==> config.mk <==
export PLATFORM = sky130hd
export DESIGN_NAME = eth_irq_ctrl
export DESIGN_NICKNAME = d
export VERILOG_FILES = /design/src/rtl/eth_irq_pkg.sv /design/src/rtl/irq_reg_decode.sv /design/src/rtl/irq_status_bank.sv /design/src/rtl/irq_mask_reg.sv /design/src/rtl/eth_irq_ctrl.sv
export SDC_FILE = /design/constraint.sdc
export NUM_CORES = 1
export LEC_CHECK = 0
export BUFFER_PORTS_ARGS = -buffer_cell sky130_fd_sc_hd__clkbuf_2
export CAP_MARGIN = 5
export CORE_MARGIN = 8
export CORE_UTILIZATION = 41
export CTS_CLUSTER_SIZE = 16
export DETAILED_ROUTE_END_ITERATION = 10
export PLACE_DENSITY = 0.85
export SLEW_MARGIN = 10
export SYNTH_ARGS = -nofsm -noshare
export SYNTH_HDL_FRONTEND = slang
export SYNTH_SLANG_ARGS = --single-unit
==> constraint.sdc <==
create_clock -name clk -period 1.35 [get_ports clk]
set_input_delay 0.2025 -clock clk [delete_from_list [all_inputs] [get_ports clk]]
set_output_delay 0.2025 -clock clk [all_outputs]
set_load 0.02 [all_outputs]
==> src/rtl/eth_irq_pkg.sv <==
package eth_irq_pkg;
    localparam int NSRC = 7;

    typedef enum int {
        SRC_RX      = 0,
        SRC_TXERR   = 1,
        SRC_TXEMPTY = 2,
        SRC_FIFOOV  = 3,
        SRC_RXERR   = 4,
        SRC_MGMT    = 5,
        SRC_PHY     = 6
    } irq_src_e;

    localparam int OFS_ACK  = 'h00;
    localparam int OFS_MASK = 'h04;
endpackage

==> src/rtl/irq_reg_decode.sv <==
module irq_reg_decode
    import eth_irq_pkg::*;
#(
    parameter int ADDR_W = 6,
    parameter int DATA_W = 32
) (
    input  logic              bus_wr,
    input  logic [ADDR_W-1:0] bus_addr,
    input  logic [DATA_W-1:0] bus_wdata,
    input  logic [NSRC-1:0]   status_q,
    input  logic [NSRC-1:0]   mask_q,
    output logic              ack_we,
    output logic              mask_we,
    output logic [NSRC-1:0]   wr_bits,
    output logic [DATA_W-1:0] bus_rdata
);
    localparam int PAD_W = DATA_W - NSRC;

    logic hit_ack;
    logic hit_mask;
    logic unused_hi;

    assign hit_ack   = (bus_addr == ADDR_W'(OFS_ACK));
    assign hit_mask  = (bus_addr == ADDR_W'(OFS_MASK));
    assign ack_we    = bus_wr && hit_ack;
    assign mask_we   = bus_wr && hit_mask;
    assign wr_bits   = bus_wdata[NSRC-1:0];
    assign unused_hi = ^bus_wdata[DATA_W-1:NSRC];

    always_comb begin
        bus_rdata = '0;
        if (hit_ack)
            bus_rdata = {{PAD_W{1'b0}}, status_q};
        else if (hit_mask)
            bus_rdata = {{PAD_W{1'b0}}, mask_q};
    end

    always_comb begin
        assert_onehot_strobe_R9: assert (!(ack_we && mask_we));
    end
endmodule

==> src/rtl/irq_status_bank.sv <==
module irq_status_bank
    import eth_irq_pkg::*;
(
    input  logic            clk,
    input  logic            rst_n,
    input  logic [NSRC-1:0] evt_set,
    input  logic            ack_we,
    input  logic [NSRC-1:0] ack_bits,
    output logic [NSRC-1:0] status_q
);
    logic [NSRC-1:0] clr_vec;
    logic [NSRC-1:0] status_d;

    assign clr_vec = ack_we ? ack_bits : '0;

    // set wins over clear, bit by bit
    generate
        for (genvar i = 0; i < NSRC; i++) begin : g_bit
            assign status_d[i] = evt_set[i] | (status_q[i] & ~clr_vec[i]);
        end
    endgenerate

    always_ff @(posedge clk) begin
        if (!rst_n) status_q <= '0;
        else        status_q <= status_d;
    end

    assert_event_sets_R2: assert property (@(posedge clk) disable iff (!rst_n)
        (evt_set != '0) |=> ((status_q & $past(evt_set)) == $past(evt_set)));

    assert_ack_clears_R4: assert property (@(posedge clk) disable iff (!rst_n)
        ack_we |=> ((status_q & $past(ack_bits & ~evt_set)) == '0));

    assert_no_spurious_set_R4: assert property (@(posedge clk) disable iff (!rst_n)
        (evt_set == '0) |=> ((status_q & ~$past(status_q)) == '0));
endmodule

==> src/rtl/irq_mask_reg.sv <==
module irq_mask_reg
    import eth_irq_pkg::*;
(
    input  logic            clk,
    input  logic            rst_n,
    input  logic            mask_we,
    input  logic [NSRC-1:0] mask_bits,
    output logic [NSRC-1:0] mask_q
);
    always_ff @(posedge clk) begin
        if (!rst_n)       mask_q <= '1;
        else if (mask_we) mask_q <= mask_bits;
    end

    assert_mask_load_R6: assert property (@(posedge clk) disable iff (!rst_n)
        mask_we |=> (mask_q == $past(mask_bits)));

    assert_mask_hold_R9: assert property (@(posedge clk) disable iff (!rst_n)
        !mask_we |=> $stable(mask_q));
endmodule

==> src/rtl/eth_irq_ctrl.sv <==
module eth_irq_ctrl
    import eth_irq_pkg::*;
#(
    parameter int ADDR_W = 6,
    parameter int DATA_W = 32
) (
    input  logic              clk,
    input  logic              rst_n,
    input  logic [NSRC-1:0]   evt_set,
    input  logic              bus_wr,
    input  logic [ADDR_W-1:0] bus_addr,
    input  logic [DATA_W-1:0] bus_wdata,
    output logic [DATA_W-1:0] bus_rdata,
    output logic              irq_out,
    output logic              tx_rst_pulse
);
    logic            ack_we;
    logic            mask_we;
    logic [NSRC-1:0] wr_bits;
    logic [NSRC-1:0] status_q;
    logic [NSRC-1:0] mask_q;

    irq_reg_decode #(.ADDR_W(ADDR_W), .DATA_W(DATA_W)) u_dec (
        .bus_wr    (bus_wr),
        .bus_addr  (bus_addr),
        .bus_wdata (bus_wdata),
        .status_q  (status_q),
        .mask_q    (mask_q),
        .ack_we    (ack_we),
        .mask_we   (mask_we),
        .wr_bits   (wr_bits),
        .bus_rdata (bus_rdata)
    );

    irq_status_bank u_stat (
        .clk      (clk),
        .rst_n    (rst_n),
        .evt_set  (evt_set),
        .ack_we   (ack_we),
        .ack_bits (wr_bits),
        .status_q (status_q)
    );

    irq_mask_reg u_mask (
        .clk       (clk),
        .rst_n     (rst_n),
        .mask_we   (mask_we),
        .mask_bits (wr_bits),
        .mask_q    (mask_q)
    );

    assign irq_out = |(status_q & mask_q);

    always_ff @(posedge clk) begin
        if (!rst_n) tx_rst_pulse <= 1'b0;
        else        tx_rst_pulse <= ack_we && wr_bits[SRC_TXERR];
    end

    assert_quiet_when_clear_R7: assert property (@(posedge clk) disable iff (!rst_n)
        (status_q == '0) |-> !irq_out);

    assert_txrst_single_R8: assert property (@(posedge clk) disable iff (!rst_n)
        tx_rst_pulse |=> !tx_rst_pulse || $past(ack_we));

    assert_txrst_cause_R8: assert property (@(posedge clk) disable iff (!rst_n)
        (ack_we && bus_wdata[SRC_TXERR]) |=> tx_rst_pulse);
endmodule

Yosys cells after proc, flatten, opt, wreduce, memory -nomap -nowiden
Index checks and enable logic that the tools add are counted.
{"block": "word_totals", "ff_bits": 15, "input_bits": 48, "wordCells": 34}
{"block": "op_classes", "n_reduce_logical": 5, "n_bitwise": 22, "eq_ne": 1, "muxes": 3}
{"operator": "two-way mux 32 bit", "n": 1}
{"operator": "two-way mux 7 bit", "n": 2}
{"operator": "AND 1 bit", "n": 7}
{"operator": "AND 7 bit", "n": 1}
{"operator": "NOT 1 bit", "n": 7}
{"operator": "bitwise OR 1 bit", "n": 7}
{"operator": "OR reduction 7 bit", "n": 1}
{"operator": "equality test 6 x 3 -> 1 bit (second input constant)", "n": 1}
{"operator": "zero test 6 bit", "n": 1}
{"operator": "logical AND 1 bit", "n": 3}

Depth between registers and ports, before layout
{"block": "logic_depth", "depth_word": 6, "depth_mapped": 5, "ltp_nobuf": 3}

By module
Synthesis repeated with hierarchy kept, for this count alone.
{"block": "hier_totals", "cells_unflattened": 110, "hier_area_um2": 960.9}
{"mod": "irq_reg_decode", "area_each_um2": 411.6, "n_inst": 1, "seq_area_each_um2": 0.0, "cells_each": 54}
{"mod": "irq_mask_reg", "area_each_um2": 247.7, "n_inst": 1, "seq_area_each_um2": 140.1, "cells_each": 22}
{"mod": "irq_status_bank", "area_each_um2": 245.2, "n_inst": 1, "seq_area_each_um2": 140.1, "cells_each": 28}
{"mod": "eth_irq_ctrl", "area_each_um2": 56.3, "n_inst": 1, "seq_area_each_um2": 20.0, "cells_each": 6}

Worst setup path before layout
Ideal clock, no wire load.
{"block": "synth_path", "kind": "input port to output port", "start": "input bus_addr[3]", "end": "output bus_rdata[0]", "setup_slack_ns": 0.154, "arrival_time_ns": 0.994, "n_path_buf": 1, "cell_stages": 4, "required_ns": 1.148, "path_cell_list": "nor3_2 nand2_1 buf_6 nor2_1"}
{"block": "synth_via", "elab_chain_cells": 3}
{"element": "start: declaration", "line": "eth_irq_ctrl.sv:11", "rtl": "input logic [ADDR_W-1:0] bus_addr,"}
{"element": "equality test 6 x 3 -> 1 bit", "line": "irq_reg_decode.sv:24", "rtl": "assign hit_mask = (bus_addr == ADDR_W'(OFS_MASK));"}
{"element": "two-way mux 7 bit", "line": "irq_reg_decode.sv:34", "rtl": "else if (hit_mask)"}
{"element": "two-way mux 32 bit *", "line": "irq_reg_decode.sv:32", "rtl": "if (hit_ack)"}
{"element": "end: declaration", "line": "eth_irq_ctrl.sv:13", "rtl": "output logic [DATA_W-1:0] bus_rdata,"}
Every way passes the cells marked *; elsewhere a longest branch is shown, timed or not.

Worst setup path in the final report
{"block": "layout_path", "start": "register u_mask.mask_q[4]", "end": "output irq_out"}
{"block": "layout_via", "elab_chain_cells": 2}
{"element": "start: declaration", "line": "irq_mask_reg.sv:8", "rtl": "output logic [NSRC-1:0] mask_q"}
{"element": "start signal: assignment", "line": "irq_mask_reg.sv:12", "rtl": "else if (mask_we) mask_q <= mask_bits;"}
{"element": "AND 7 bit", "line": "eth_irq_ctrl.sv:52", "rtl": "assign irq_out = |(status_q & mask_q);"}
{"element": "OR reduction 7 bit", "line": "eth_irq_ctrl.sv:52"}
{"element": "end: declaration", "line": "eth_irq_ctrl.sv:14", "rtl": "output logic irq_out,"}
Every way passes these cells.

==> flow_summary.yaml <==
final_layout:
  drive_above_1_share: 0.302
  antenna-diode-count: 0
  final_nets: 198
  nFillCells: 226
  seq_area_sq_um: 300
  stdcell_area_sq_um: 1100
  multi_input_area_sq_um: 505
  area_growth_pct: 13.3
cts:
  cts-buffers-inserted: 3
  clock-sinks: 15
  cts_tree: "yes"
  clk_pin_slew_ns: 0.08
  htreeDepth: 1
  hold_buffers: 0
  insertion_delay_ns: 0.28
  clk_path_buf_depth: 2
  post_cts_buffers: 0
  cts_root_buf: "clkbuf_4"
global_route:
  grt_pass1_wl_um: 3780
  grt_antenna_before_repair: 0
  busiest_layer: "met2"
  grt-ovfl-total: 0
  grt_max_degree: 16
  use_met2: 0.199
  use_met3: 0.0447
  grt_pass1_vias: 871
  use_met1: 0.112
  grt_use_total: 0.110
die:
  io_pins: 82
  core_sq_um: 2230
  die-area_sq_um: 4180
  die_w_um: 64.6
  rows: 17
  start_util: 0.434
  fp.dieH_um: 64.6
worst_setup_path:
  critical_path_required_ns: 1.15
  path_max_fanout: 3
  crit_path_cell_trace: "a222oi_1 -> nand3_1 -> buf_2"
  r2r_cells: 2
  r2r_slack_ns: 0.66
  cpPeakStageDelay_ns: 0.35
  path_class: "flip-flop to output pin"
  critPathTopFamily: "compound AO/OA/AOI/OAI gates"
  path_depth: 3
  cp_num_buf_inv: 1
  arrival_ns: 1.26
  worst_path_max_delay_cell: "a222oi_1"
  worstSetupStartpointType: "flip-flop"
  cp-end-kind: "output pin"
min_path:
  hold_path_class: "primary input to flip-flop"
  whs_path_depth: 2
pwr:
  powerDensity_nw_per_um2: 842
  leakage_nw: 0.555
  switching_share: 0.306
  finalPower_mw: 0.925
  intPower_mw: 0.642
  p_sw_mw: 0.283
  p_seq_frac: 0.509
  p_comb_frac: 0.222
  pwr-share-clk: 0.269
  ir_drop_mv: 0.372
yosys:
  async_flop_share: 0
  syn_inst: 115
  synthTopCellsByArea: "dfxtp_1, buf_4, mux2i_1, a31oi_1, o21ai_0"
  synth_edf_count: 0
  ys_seq_area_frac: 0.310
  synth.cell_area_sq_um: 970
  yosys_warnings: 0
  syn_area_per_cell_sq_um: 8.43
  synthTopCellsByCount: "buf_4, dfxtp_1, nor2_1"
  ys_ff_latch: 15
  synth.most_common_cell: "buf_4"
  synth_cell_types: 25
  synth_top_cell_by_area: "dfxtp_1"
  synth_top_area_frac: 0.310
  ys_dominant_reg_cell: "dfxtp_1"
sta:
  fmax_mhz: 683
  finalSetupViolations: 1
  slew_viol_final: 0
  finalHoldViolations: 0
  finalCritPeriodShare: 1.08
  hold_ws_ns: 0.116
  finClkSkew_ns: 0
  layout_setup_ws_ns: -0.114
  rsz0062_at_grt: "true"
  period_needed_ns: 1.46
detailed_routing:
  firstDrtPassIters: 4
  via_per_inst: 4.74
  drcViolationCount: 0
  drt.antenna.violating_nets: 0
  drt_iter0_markers: 41
  wl_per_cell_um: 12.9
  routed_wl_um: 2280
  via_count: 839
placed_design:
  dp_hpwl_um: 1900
  dpl_cell_area_sq_um: 1070
  port_buffers: 31
  gp_congestion: 0.763
  dp_slack_ns: 0.0423
job:
  drv_cap: 0
status:
  violations: "negative setup slack"
  outcome: "finished, violations left"
-- what timing repair did --
item	CTS	global route
resized for setup	0	5
pin swaps	0	1
endpoints found under the hold margin	0	0
endpoints found under the setup margin	1	5
-- registers in the layout, summed over array words and instances (netlist names) --
signal / count
tx_rst_pulse: 1
u_mask.mask_q: 7
u_stat.status_q: 7
-- per-stage QoR --
stage               setup TNS, ns  instances  utilization
floorplan                       0        139            -
global placement                0        173        0.477
detailed placement              0        173        0.477
CTS                        -0.131        177        0.489
global route               -0.208        177        0.492
finish                     -0.114        177        0.492
-- cells by family (layout without fill, tap and decap cells) --
| family | Yosys count | count (layout) | synth area share |
|---|---|---|---|
| AO/OA/AOI/OAI | 30 | 30 | 0.208 |
| AND/OR/NAND/NOR | 25 | 25 | 0.138 |
| multiplexers | 7 | 7 | 0.0723 |
| buffers and inverters | 37 | 47 | 0.268 |
| flip-flops | 15 | 15 | 0.310 |
| other | 1 | 25 | 0.00387 |
-- final timing paths --
check,from,endpoint
setup / recovery,u_mask.mask_q[4],irq_out
hold / removal,bus_wdata[3],u_stat.status_q[3]
setup reg to reg,u_stat.status_q[0],u_stat.status_q[0]
hold reg to reg,u_mask.mask_q[6],u_mask.mask_q[6]
-- layout by cell type (no fill, tap or decap) --
cell type / netlist / layout
o21ai_1: 5 / 5
nand4bb_1: 1 / 1
conb_1: 1 / 25
buf_12: 0 / 1
or3_4: 1 / 1
a22oi_1: 2 / 2
buf_2: 1 / 4
o211ai_1: 4 / 4
nor3_4: 0 / 1
clkbuf_4: 0 / 3
nor2_1: 9 / 9
a222oi_1: 1 / 1
clkbuf_2: 0 / 27
nand4b_1: 1 / 1
o211ai_2: 2 / 2
and2_1: 1 / 1
clkbuf_1: 0 / 1
and4b_1: 1 / 1
mux2i_1: 7 / 7
a31oi_1: 7 / 7
o21ai_2: 2 / 2
inv_1: 7 / 7
nand3_1: 2 / 2
dfxtp_1: 15 / 15
nand4_1: 1 / 1
buf_4: 26 / 4
o21ai_0: 7 / 7
nand2_1: 7 / 7
-- layer usage --
| metal | up-vias | routed length, um |
|---|---|---|
| met5 | - | 0 |
| met4 | 0 | 20 |
| met3 | 2 | 200 |
| met2 | 35 | 1150 |
| met1 | 383 | 902 |
| li1 | 419 | - |
-- power by group through the flow --
stage	Combinational (mW)	Clock [mW]	Sequential, mW
after floorplan	0.194	0	0.478
after global placement	0.195	0	0.480
after detailed placement	0.200	0	0.481
after CTS	0.201	0.260	0.471
after global routing	0.226	0.280	0.474
final	0.205	0.249	0.471
-- cell type report --
class                      instances  share of cell area
clock buffer                       4              0.0239
inverter                           7              0.0239
multi-input combinational         87               0.460
sequential                        15               0.273
tap                               28              0.0319
timing repair buffer              36               0.187
No activity file was read; power rests on OpenSTA's default activity.
